--- src/rtl/scl_pkg.sv ---
package scl_pkg;
    localparam int unsigned SCL_CTRL_W  = 2;
    localparam int unsigned SCL_N_WORDS = 4;
    localparam int unsigned SCL_N_CHAN  = 2;
    // word addresses; reference words at 0..1, main words at 2..3
    localparam int unsigned SCL_REF_BASE  = 0;
    localparam int unsigned SCL_MAIN_BASE = 2;
endpackage

--- src/rtl/scl_shifter.sv ---
module scl_shifter #(
    parameter int unsigned FRAME_W = 20
) (
    input  logic               clk,
    input  logic               rst_n,
    input  logic               ser_clk,
    input  logic               ser_dat,
    input  logic               ser_le,
    output logic [FRAME_W-1:0] frame,
    output logic               load
);
    typedef struct packed {
        logic [FRAME_W-1:0] sr;
        logic               sclk;
        logic               le;
    } sh_t;

    sh_t sh_d, sh_q;
    logic shift_en;

    always_comb begin
        sh_d      = sh_q;
        shift_en  = ser_clk & ~sh_q.sclk;
        load      = ser_le & ~sh_q.le;
        sh_d.sclk = ser_clk;
        sh_d.le   = ser_le;
        if (shift_en) begin
            sh_d.sr = {sh_q.sr[FRAME_W-2:0], ser_dat};
        end
    end

    always_ff @(posedge clk) begin
        if (!rst_n) begin
            sh_q <= '0;
        end else begin
            sh_q <= sh_d;
        end
    end

    assign frame = sh_q.sr;

    // a sampled rising bit clock places the data bit at the LSB end
    a_r2_shift_in: assert property (@(posedge clk) disable iff (!rst_n)
        shift_en |=> (sh_q.sr[0] == $past(ser_dat)));
    // without a bit-clock edge the frame is left alone
    a_r2_no_edge_hold: assert property (@(posedge clk) disable iff (!rst_n)
        !shift_en |=> $stable(sh_q.sr));
    // a strobe held high yields no further load
    a_r8_single_load: assert property (@(posedge clk) disable iff (!rst_n)
        (ser_le && sh_q.le) |-> !load);
endmodule

--- src/rtl/scl_latch_bank.sv ---
module scl_latch_bank
    import scl_pkg::*;
#(
    parameter int unsigned FRAME_W     = 20,
    parameter int unsigned MAIN_PD_BIT = 19
) (
    input  logic                                         clk,
    input  logic                                         rst_n,
    input  logic [FRAME_W-1:0]                           frame,
    input  logic                                         load,
    output logic [SCL_N_WORDS-1:0][FRAME_W-SCL_CTRL_W-1:0] words
);
    localparam int unsigned PAY_W = FRAME_W - SCL_CTRL_W;

    typedef struct packed {
        logic [SCL_N_WORDS-1:0][PAY_W-1:0] w;
    } lb_t;

    lb_t  lb_d, lb_q;
    logic [SCL_N_WORDS-1:0] wr_en;
    logic [PAY_W-1:0]       payload;
    logic [SCL_N_WORDS-1:0][PAY_W-1:0] rst_val;

    assign payload = frame[FRAME_W-1:SCL_CTRL_W];

    for (genvar i = 0; i < SCL_N_WORDS; i++) begin : g_word
        localparam logic [SCL_CTRL_W-1:0] ADDR = SCL_CTRL_W'(i);
        assign wr_en[i] = load && (frame[SCL_CTRL_W-1:0] == ADDR);
        if (i >= SCL_MAIN_BASE) begin : g_main
            assign rst_val[i] = PAY_W'(1) << (MAIN_PD_BIT - SCL_CTRL_W);
        end else begin : g_ref
            assign rst_val[i] = '0;
        end

        // an unselected word keeps its value
        a_r4_hold: assert property (@(posedge clk) disable iff (!rst_n)
            !wr_en[i] |=> $stable(lb_q.w[i]));
        // the selected word takes the payload of the frame
        a_r3_write: assert property (@(posedge clk) disable iff (!rst_n)
            wr_en[i] |=> (lb_q.w[i] == $past(payload)));
    end

    always_comb begin
        lb_d = lb_q;
        for (int i = 0; i < SCL_N_WORDS; i++) begin
            if (wr_en[i]) begin
                lb_d.w[i] = payload;
            end
        end
    end

    always_ff @(posedge clk) begin
        if (!rst_n) begin
            lb_q.w <= rst_val;
        end else begin
            lb_q <= lb_d;
        end
    end

    assign words = lb_q.w;

    // one frame addresses exactly one word
    a_r3_one_target: assert property (@(posedge clk) disable iff (!rst_n)
        $onehot0(wr_en));
endmodule

--- src/rtl/scl_pwrdn.sv ---
module scl_pwrdn
    import scl_pkg::*;
#(
    parameter int unsigned PAY_W      = 18,
    parameter int unsigned REF_EN_POS = 15,
    parameter int unsigned MAIN_PD_POS = 17
) (
    input  logic [SCL_N_WORDS-1:0][PAY_W-1:0] words,
    output logic [SCL_N_CHAN-1:0]             pwrdn
);
    for (genvar c = 0; c < SCL_N_CHAN; c++) begin : g_chan
        logic ref_active;
        logic main_req;
        assign ref_active = words[SCL_REF_BASE + c][REF_EN_POS];
        assign main_req   = words[SCL_MAIN_BASE + c][MAIN_PD_POS];
        assign pwrdn[c]   = main_req & ~ref_active;
    end
endmodule

--- src/rtl/synth_cfg_loader.sv ---
module synth_cfg_loader
    import scl_pkg::*;
#(
    parameter int unsigned FRAME_W     = 20,
    parameter int unsigned REF_EN_BIT  = 17,
    parameter int unsigned MAIN_PD_BIT = 19
) (
    input  logic                          clk,
    input  logic                          rst_n,
    input  logic                          ser_clk,
    input  logic                          ser_dat,
    input  logic                          ser_le,
    output logic [FRAME_W-SCL_CTRL_W-1:0] if_ref_word,
    output logic [FRAME_W-SCL_CTRL_W-1:0] rf_ref_word,
    output logic [FRAME_W-SCL_CTRL_W-1:0] if_main_word,
    output logic [FRAME_W-SCL_CTRL_W-1:0] rf_main_word,
    output logic                          if_pwrdn,
    output logic                          rf_pwrdn
);
    localparam int unsigned PAY_W = FRAME_W - SCL_CTRL_W;

    logic [FRAME_W-1:0]                frame;
    logic                              load;
    logic [SCL_N_WORDS-1:0][PAY_W-1:0] words;
    logic [SCL_N_CHAN-1:0]             pwrdn;

    scl_shifter #(.FRAME_W(FRAME_W)) u_shift (
        .clk     (clk),
        .rst_n   (rst_n),
        .ser_clk (ser_clk),
        .ser_dat (ser_dat),
        .ser_le  (ser_le),
        .frame   (frame),
        .load    (load)
    );

    scl_latch_bank #(.FRAME_W(FRAME_W), .MAIN_PD_BIT(MAIN_PD_BIT)) u_bank (
        .clk   (clk),
        .rst_n (rst_n),
        .frame (frame),
        .load  (load),
        .words (words)
    );

    scl_pwrdn #(
        .PAY_W       (PAY_W),
        .REF_EN_POS  (REF_EN_BIT - SCL_CTRL_W),
        .MAIN_PD_POS (MAIN_PD_BIT - SCL_CTRL_W)
    ) u_pd (
        .words (words),
        .pwrdn (pwrdn)
    );

    assign if_ref_word  = words[SCL_REF_BASE];
    assign rf_ref_word  = words[SCL_REF_BASE + 1];
    assign if_main_word = words[SCL_MAIN_BASE];
    assign rf_main_word = words[SCL_MAIN_BASE + 1];
    assign if_pwrdn     = pwrdn[0];
    assign rf_pwrdn     = pwrdn[1];

    // with no strobe rise the outputs are held
    a_r5_no_strobe_stable: assert property (@(posedge clk) disable iff (!rst_n)
        !load |=> ($stable(if_ref_word) && $stable(rf_ref_word)
                   && $stable(if_main_word) && $stable(rf_main_word)));
    // a powerdown flag only moves when some word moved
    a_r7_pd_follows: assert property (@(posedge clk) disable iff (!rst_n)
        !load |=> ($stable(if_pwrdn) && $stable(rf_pwrdn)));
endmodule

--- config.mk ---
export PLATFORM = sky130hd
export DESIGN_NAME = synth_cfg_loader
export DESIGN_NICKNAME = d
export VERILOG_FILES = /design/src/rtl/scl_pkg.sv /design/src/rtl/scl_shifter.sv /design/src/rtl/scl_latch_bank.sv /design/src/rtl/scl_pwrdn.sv /design/src/rtl/synth_cfg_loader.sv
export SDC_FILE = /design/constraint.sdc
export NUM_CORES = 1
export LEC_CHECK = 0
export BUFFER_PORTS_ARGS = -buffer_cell sky130_fd_sc_hd__buf_4
export CORE_AREA = 2 2 88 90
export DETAILED_ROUTE_END_ITERATION = 6
export DIE_AREA = 0 0 90 92
export GPL_TIMING_DRIVEN = 1
export PLACE_DENSITY = 0.84
export SLEW_MARGIN = 15
export SYNTH_ARGS = -nofsm -noshare
export SYNTH_HDL_FRONTEND = slang
export SYNTH_SLANG_ARGS = --single-unit
export TNS_END_PERCENT = 5
--- constraint.sdc ---
create_clock -name clk -period 1.3 [get_ports clk]
set_input_delay 0.325 -clock clk [delete_from_list [all_inputs] [get_ports clk]]
set_output_delay 0.325 -clock clk [all_outputs]
set_load 0.05 [all_outputs]
# After elaboration in Yosys (flattened, before gate mapping)

Index checks and enable logic that the tools add are counted.

Add/subtract/negate cells: 0
$mul: 0
Divide/modulo/power cells: 0
Order comparisons: 0
Equal/unequal tests: 3
Shifts and indexed selects: 0
Mux-type cells: 0
Bitwise operators: 8
Reductions and logical operators: 5

Operators with widths:

| cell                 | number |
|---|---|
| $and A1 B1 Y1        | 4 |
| $eq A2 B2 Y1 const B | 2 |
| $logic_and A1 B1 Y1  | 4 |
| $not A1 Y1           | 4 |
| $eq A2 B1 Y1 const B | 1 |
| $logic_not A2 Y1     | 1 |

Flip-flop bits (word level): 94
Latch bits: 0
Bits in writable memories: 0
Memory bits (read-only): 0
Bits of input ports: 5
Memories kept: 0

# Depth between registers and ports, before layout

Gate-level depths: netlist of run 1.

Word-level depth: 3
Gate-level depth with buffers: 5
Depth with buffers taken out: 3

# Cells and area by module

Synthesis of run 1 repeated with hierarchy kept, for this count alone.

Cells, all modules: 350
Area, all modules: 3,683.5 um2

Modules (own cells, without submodules):

| module         | times used | cells an instance | area an instance (um2) | seq. area each (um2) |
|---|---|---|---|---|
| scl_latch_bank | 1          | 257               | 2,708.8                | 1,441.4 |
| scl_shifter    | 1          | 91                | 947.2                  | 440.4 |
| scl_pwrdn      | 1          | 2                 | 27.5                   | 0.0 |

# Worst setup path after synthesis of run 1

OpenSTA, ideal clock, no wires.

Path type: reg2out
Start: register u_bank.lb_q, in the netlist u_bank.words[53]
End: output if_pwrdn
Arrival: 1,409 ps
Setup slack: -434 ps
Cell stages (with the launch flop): 2
Buffers on the path: 0
Path through: dfxtp_1 > nor2b_1

Cells in the longest elaborated chain, start to end: 1

Ends and longest elaborated chain:

| item                     | RTL line               | text |
|---|---|---|
| start: declaration       | scl_latch_bank.sv:19   | `lb_t lb_d, lb_q;` |
| start signal: assignment | scl_latch_bank.sv:56   | `lb_q <= lb_d;` |
| $and A1 B1 Y1            | scl_pwrdn.sv:16        | `assign pwrdn[c] = main_req & ~ref_active;` |
| end: declaration         | synth_cfg_loader.sv:17 | `output logic if_pwrdn,` |

No other way between the ends.

# Final worst setup path of run 1

Same ends and word-level chain as after synthesis.

==> results of run 1 <==
power by group:
group | switching, W | total, W | internal, W
Clock | 0.00103 | 0.00213 | 0.00110
Combinational | 0.000159 | 0.000253 | 0.0000942
Sequential | 0.00000416 | 0.00289 | 0.00288
Total | 0.00119 | 0.00527 | 0.00407
sequential cells by signal (all words and copies together), names as in the netlist:
signal,cells
u_bank.words,72
u_shift.frame,20
u_shift.sh_q,2
final cells by class:
| cell class | count | share of cell area |
|---|---|---|
| repair buffers | 96 | 0.200 |
| clock inverters | 6 | 0.0209 |
| well taps | 102 | 0.0284 |
| flip-flops and latches | 94 | 0.421 |
| clock buffers | 10 | 0.0284 |
| multi-input cells | 232 | 0.302 |
metal layers:
metal / GRT usage / vias up / wire [um] / share of wire
met2: 0.297 / 107 / 4080 / 0.48
met5: 0 / - / 0 / 0
li1: - / 1384 / - / -
met1: 0.265 / 1337 / 3650 / 0.43
met3: 0.0608 / 15 / 512 / 0.061
met4: 0.0782 / 0 / 186 / 0.022
worst max path at each step:
stage	from	slack, ns	cells after the start	endpoint
CTS	u_bank.words[53]	-0.06	2	if_pwrdn
floorplan	u_bank.words[71]	-0.07	1	rf_pwrdn
global placement	ser_le	-0.23	5	u_bank.words[0]
detailed placement	ser_le	-0.24	5	u_bank.words[4]
global route	u_bank.words[53]	-0.1	2	if_pwrdn
finish	u_bank.words[53]	-0.05	2	if_pwrdn
layout by cell type, fill, tap and decap left out, drive strengths merged, types with 3 or more instances in the layout:
cell / netlist / layout
buf: 14 / 95
nand2: 60 / 60
nor2b: 3 / 3
nand3: 70 / 70
o21ai: 70 / 70
dfxtp: 94 / 94
clkbuf: 17 / 11
a21boi: 20 / 20
cells by family (layout without fill, tap and decap cells):
kind of cell           after synthesis  in the layout
flip-flops                          94             94
multiplexers                         2              2
buffers and inverters               31            112
AND/OR/NAND/NOR                    140            140
AO/OA/AOI/OAI                       90             90
worst max-delay path, cell delays in order (launching register included):
cell                      delay [ns]
sky130_fd_sc_hd__dfxtp_2        0.36
sky130_fd_sc_hd__nor2b_4        0.14
sky130_fd_sc_hd__buf_6          0.16
timing repair:
item                       in CTS  in global routing
cloned                          1                  1
resized for setup              14                 30
pin swaps                       1                  0
setup endpoints to repair      26                 62
buffers inserted                0                  1
metrics by stage:
stage / cell area [sq um] / hold WS, ns / setup slack [ns] / instances / util
finish: 4500 / 0.185 / -0.0514 / 540 / 0.604
global route: 4500 / 0.175 / -0.0950 / 540 / 0.604
CTS: 4400 / 0.175 / -0.0562 / 538 / 0.591
detailed placement: 4110 / 0.455 / -0.245 / 521 / 0.552
global placement: 4110 / 0.449 / -0.231 / 521 / 0.552
floorplan: 3350 / 0.447 / -0.0727 / 357 / -
==> metrics.md, run 1 <==
| Metric | Value |
|---|---|
| Kind of launch point of the worst setup path | flop |
| Gate count of the mapped netlist | roughly 360 |
| Level count of the clock H-tree | 3 |
| Endpoint class of the critical path | output port |
| Most instantiated flip-flop cell in the synthesis netlist | sky130_fd_sc_hd__dfxtp_1 |
| Count of clock tree sinks | 94 |
| Count of standard-cell rows | 32 |
| Power Dens Cells | between 1000 and 1500 nW/um^2 |
| Status | complete, but fails checks |
| Count of unique library cells instantiated by Yosys | 19 |
| Die width | approximately 90 um |
| Number of flops mapped to enable cells by yosys | 0 |
| VDD IR max | about 0.69 mV |
| Via density per instance | between 5 and 6 |
| Warning count from the yosys run | 0 |
| Total of max-cap violations | 0 |
| Class of the tightest hold or removal check | in2reg |
| Aggregate global-route resource usage | 0.197 |
| Inserted Clock Buffers | 9 |
| Storage cell area | roughly 1900 sq um |
| Hold Crit Start | ser_clk |
| Standby leakage power | around 1.7 nW |
| Die area | around 8300 sq um |
| Number of DRC violations after detailed routing | 0 |
| Layout Nets | roughly 440 |
| CTS Root Cell | sky130_fd_sc_hd__clkbuf_8 |
| Avg Synthesized Cell Area | 9.33 sq um |
| Starting utilization of the core area | 0.447 |
| Final Total Pwr | about 0.0053 W |
| Relative slew slack | 0.839 |
| Arrival time of data at the critical path endpoint | 1.03 ns |
| Maximum clock frequency | roughly 740 MHz |
| Area added between synthesis and finish | 34.9% |
| Slack of the worst reg-to-reg path | -0.05 ns |
| RR Startpoint | u_shift.frame[1] |
| Total global routing overflow | 0 |
| Count of input and output buffers | between 70 and 80 |
| Area share of and/or/nand/nor cells after synthesis | 0.214 |
| Combinational family with the most area after synthesis | simple AND/OR/NAND/NOR gates |
| Hold Crit Endpoint | u_shift.sh_q[1] |
| Placeable core region | approximately 7400 sq um |
| Time the final worst path needs with I/O delays and setup | 1.35 ns |
| Final Hold Violating Endpoints | 0 |
| TritonCTS clock tree | built |
| Multi-input gate area in the final layout | around 1400 sq um |
| Synthesized Nets | approximately 360 |
| Drt first-iter violations | around 210 |
| Number of buffers added to fix hold violations after cts | 0 |
| Wire length of the first global-routing pass | approximately 13,000 um |
| Largest cells by area after synthesis | sky130_fd_sc_hd__dfxtp_1, sky130_fd_sc_hd__nand3_1, sky130_fd_sc_hd__o21ai_0 |
| Maximum number of pins on one net before global-route repair | between 40 and 50 |
| Data required time of the critical path | between 0.9 and 1 ns |
| Antenna Nets Post-Route | 0 |
| Yosys reg bits | 94 |
| Mux share of post-synthesis cell area | 0.00601 |
| Synth Area in Compound Gates | 0.170 |
| Number of antenna violations at the first check in global routing | 0 |
| Routed WL per cell | 15.6 um |
| Violations in the final reports | negative setup slack |
| Final-report max-slew violation count | 0 |
| Number of diodes added for antenna fixing | 0 |
| End of the worst register-to-register path | u_bank.words[4] |
| Setup violators final | 36 |
| Cell with the most instances after synthesis | sky130_fd_sc_hd__dfxtp_1 |
| Cell taking the most area after synthesis | sky130_fd_sc_hd__dfxtp_1 |
| Worst Setup Path Type | reg2out |
| Adder-cell share of the synthesized area | 0 |
| Share of flip-flops with an asynchronous set or reset | 0 |
| Cell depth of the worst min-delay path | 2 |
| Top cells by count, synth | sky130_fd_sc_hd__dfxtp_1, sky130_fd_sc_hd__nand2_1, sky130_fd_sc_hd__nand3_1 |
| Post-route setup TNS | -0.911 ns |
| Post-synth design cell area | about 3300 sq um |
| Count of vias placed by the detailed router | 2,843 |
| Fraction of layout instances using a drive strength above 1 | 0.363 |
| Number of global-route vias before repair | 2,568 |
| Fill cell count | between 600 and 700 |
| Post-layout worst setup margin | -0.0514 ns |
| Num ports | 79 |
| RSZ-0062 raised after global routing | true |
| Worst-path maximum fanout | 3 |
| Slew of the pin with the lowest slew margin | between 0.2 and 0.25 ns |
| Final Wtd Congestion | ~0.82 |
| Top cell type's share of synthesized area | 0.565 |
| Depth of the most critical reg-to-reg path | 4 |
| Part of the cycle the worst path needs | 1.04 |
| Clock slew seen by the registers of the worst setup and hold paths | about 0.090 ns |
| Vertical die dimension | between 90 and 100 um |
| Bufs on Longest Clock Path | 2 |
| Final HPWL DP | 5400 um |
| Worst clock skew | about 0.013 ns |
| Total length of routed wires | about 8400 um |
| Clk_lat worst skew | roughly 0.37 ns |
| Xor-xnor portion of the synthesized cell area | 0 |
| Sequential fraction of the synthesis area | 0.565 |
| Drt pass-1 iters | 4 |
Note: power is estimated with default switching activity, not from simulation.
==> run 2, diff against run 1 <==
--- a/config.mk
+++ b/config.mk
@@ -5,12 +5,14 @@
 export SDC_FILE = /design/constraint.sdc
 export NUM_CORES = 1
 export LEC_CHECK = 0
+export ABC_AREA = 0
+export ABC_CLOCK_PERIOD_IN_PS = 1300
 export BUFFER_PORTS_ARGS = -buffer_cell sky130_fd_sc_hd__buf_4
 export CORE_AREA = 2 2 88 90
 export DETAILED_ROUTE_END_ITERATION = 6
 export DIE_AREA = 0 0 90 92
 export GPL_TIMING_DRIVEN = 1
-export PLACE_DENSITY = 0.84
+export PLACE_DENSITY = 0.72
 export SLEW_MARGIN = 15
 export SYNTH_ARGS = -nofsm -noshare
 export SYNTH_HDL_FRONTEND = slang
==> metrics.md, run 2 (synthesis results as in run 1) <==
| Metric | Value |
|---|---|
| Class of the tightest hold or removal check | in2reg |
| CTS Root Cell | sky130_fd_sc_hd__clkbuf_8 |
| Drt first-iter violations | 110 |
| Via density per instance | 5.06 |
| Final HPWL DP | 5450 um |
| Post-route setup TNS | -0.765 ns |
| Standby leakage power | about 1.7 nW |
| Antenna Nets Post-Route | 0 |
| Most common cell after layout, fill and taps aside | sky130_fd_sc_hd__dfxtp_1 |
| Aggregate global-route resource usage | 0.190 |
| Part of the cycle the worst path needs | 1.05 |
| Max reg flops | ~70 |
| Inserted Clock Buffers | 9 |
| Total global routing overflow | 0 |
| Maximum clock frequency | ~730 MHz |
| Worst Setup Slack post-DPL | -0.274 ns |
| Number of antenna violations at the first check in global routing | 0 |
| Wire length of the first global-routing pass | 12,500 um |
| VDD IR max | ~0.58 mV |
| Slowest cell delay on critical path | around 0.6 ns |
| Power Dens Cells | 1220 nW/um^2 |
| Arrival time of data at the critical path endpoint | 1.61 ns |
| Worst-path maximum fanout | 18 |
| Setup violators final | 20 |
| Slew of the pin with the lowest slew margin | 0.238 ns |
| Routed WL per cell | 14.5 um |
| Count of clock tree sinks | between 90 and 100 |
| TritonCTS clock tree | built |
| Post-layout worst setup margin | -0.0661 ns |
| Kind of launch point of the worst setup path | flop |
| Number of global-route vias before repair | ~2,500 |
| Most frequent cells in the layout | sky130_fd_sc_hd__dfxtp_1, sky130_fd_sc_hd__buf_4, sky130_fd_sc_hd__nand2_1 |
| Critical-path top delay cell | sky130_fd_sc_hd__or4b_4 |
| Number of buffers added to fix hold violations after cts | 0 |
| Time the final worst path needs with I/O delays and setup | approximately 1.4 ns |
| Final Wtd Congestion | roughly 0.79 |
| Number of DRC violations after detailed routing | 0 |
| Area added between synthesis and finish | 33.1% |
| Vertical die dimension | 92 um |
| List of cells traversed by the critical path | or4b_4, buf_12, nand3_1, o21ai_2 |
| Relative slew slack | 0.841 |
| Total of max-cap violations | 0 |
| Count of input and output buffers | 78 |
| Maximum number of pins on one net before global-route repair | 37 |
| Num ports | slightly below 80 |
| Endpoint class of the critical path | flop |
| Count of vias placed by the detailed router | between 2,000 and 3,000 |
| Worst Setup Path Type | reg2reg |
| Total length of routed wires | 7800 um |
| Worst clock skew | about 0.0057 ns |
| Placeable core region | roughly 7400 sq um |
| Clock slew seen by the registers of the worst setup and hold paths | 0.08 ns |
| Data required time of the critical path | around 1.5 ns |
| Number of setup buffers added after CTS | 0 |
| Die area | between 8000 and 9000 sq um |
| Fraction of layout instances using a drive strength above 1 | 0.343 |
| Level count of the clock H-tree | 3 |
| Drt pass-1 iters | 4 |
| Final Hold Violating Endpoints | 0 |
| Starting utilization of the core area | 0.447 |
| Cell family contributing the most delay on the critical path | simple AND/OR/NAND/NOR gates |
| Status | complete, but fails checks |
| Die width | 90 um |
| Slack of the worst reg-to-reg path | -0.07 ns |
| Clk_lat worst skew | between 0.3 and 0.4 ns |
| Layout Nets | approximately 440 |
| Number of diodes added for antenna fixing | 0 |
| RSZ-0062 raised after global routing | true |
| Fill cell count | 661 |
| Violations in the final reports | negative setup slack |
| Number of buffer and inverter instances along the worst setup path | 1 |
| Final-report max-slew violation count | 0 |
| Count of standard-cell rows | 32 |
| Bufs on Longest Clock Path | 2 |
==> run 2: changes by cell type in the layout (fill, tap and decap cells not counted), sizes merged <==
| cell | previous run | this run |
|---|---|---|
| buf | 95 | 96 |
| inv | 1 | 0 |
| bufinv | 2 | 3 |
| clkinvlp | 1 | 0 |
| clkinv | 2 | 1 |
==> run 2: path summary, 6_finish.rpt <==
check                    from                to  depth (start not counted)
max          u_shift.frame[1]   u_bank.words[1]                          4
max reg2reg  u_shift.frame[1]   u_bank.words[1]                          4
min                   ser_clk   u_shift.sh_q[1]                          2
min reg2reg  u_bank.words[12]  u_bank.words[12]                          2
==> run 2: where the power goes <==
| group | switching (W) | total [W] | internal (W) | leakage (nW) |
|---|---|---|---|---|
| registers | 0.00000410 | 0.00289 | 0.00288 | 0.759 |
| logic | 0.000158 | 0.000260 | 0.000102 | 0.846 |
| clock network | 0.000934 | 0.00225 | 0.00132 | 0.119 |
| total | 0.00110 | 0.00540 | 0.00430 | 1.72 |
==> run 2: layer usage <==
metal  vias up  part of all wire  wire [um]  track usage
met1      1281              0.48       3760        0.254
met4         0            0.0078         61       0.0705
met3         6             0.038        293       0.0444
li1       1386                 -          -            -
met2        52              0.47       3690        0.303
met5         -                 0          0            0
==> run 2: repair_timing <==
item | 4_1_cts | 5_1_grt
gates cloned | 1 | 0
pin swaps | 1 | 5
hold endpoints to repair | 0 | 0
resized for setup | 8 | 7
setup endpoints to repair | 23 | 41
==> run 2: area by class of cell <==
cell class | instances | area (sq um) | area share
Tap cell | 102 | 128 | 0.0288
Timing Repair Buffer | 96 | 855 | 0.193
Multi-Input combinational cell | 232 | 1330 | 0.299
Clock inverter | 4 | 95.1 | 0.0214
Clock buffer | 11 | 141 | 0.0319
Sequential cell | 94 | 1890 | 0.426
==> run 2: per-stage QoR <==
stage / cell area, sq um / total power [W] / utilization / std cells / hold slack [ns]
2_1_floorplan: 3350 / 0.00311 / - / 357 / 0.447
3_3_place_gp: 4130 / 0.00319 / 0.554 / 523 / 0.448
3_5_place_dp: 4130 / 0.00319 / 0.554 / 523 / 0.453
4_1_cts: 4410 / 0.00546 / 0.592 / 539 / 0.179
5_1_grt: 4430 / 0.00557 / 0.595 / 539 / 0.184
6_report: 4430 / 0.00540 / 0.595 / 539 / 0.193
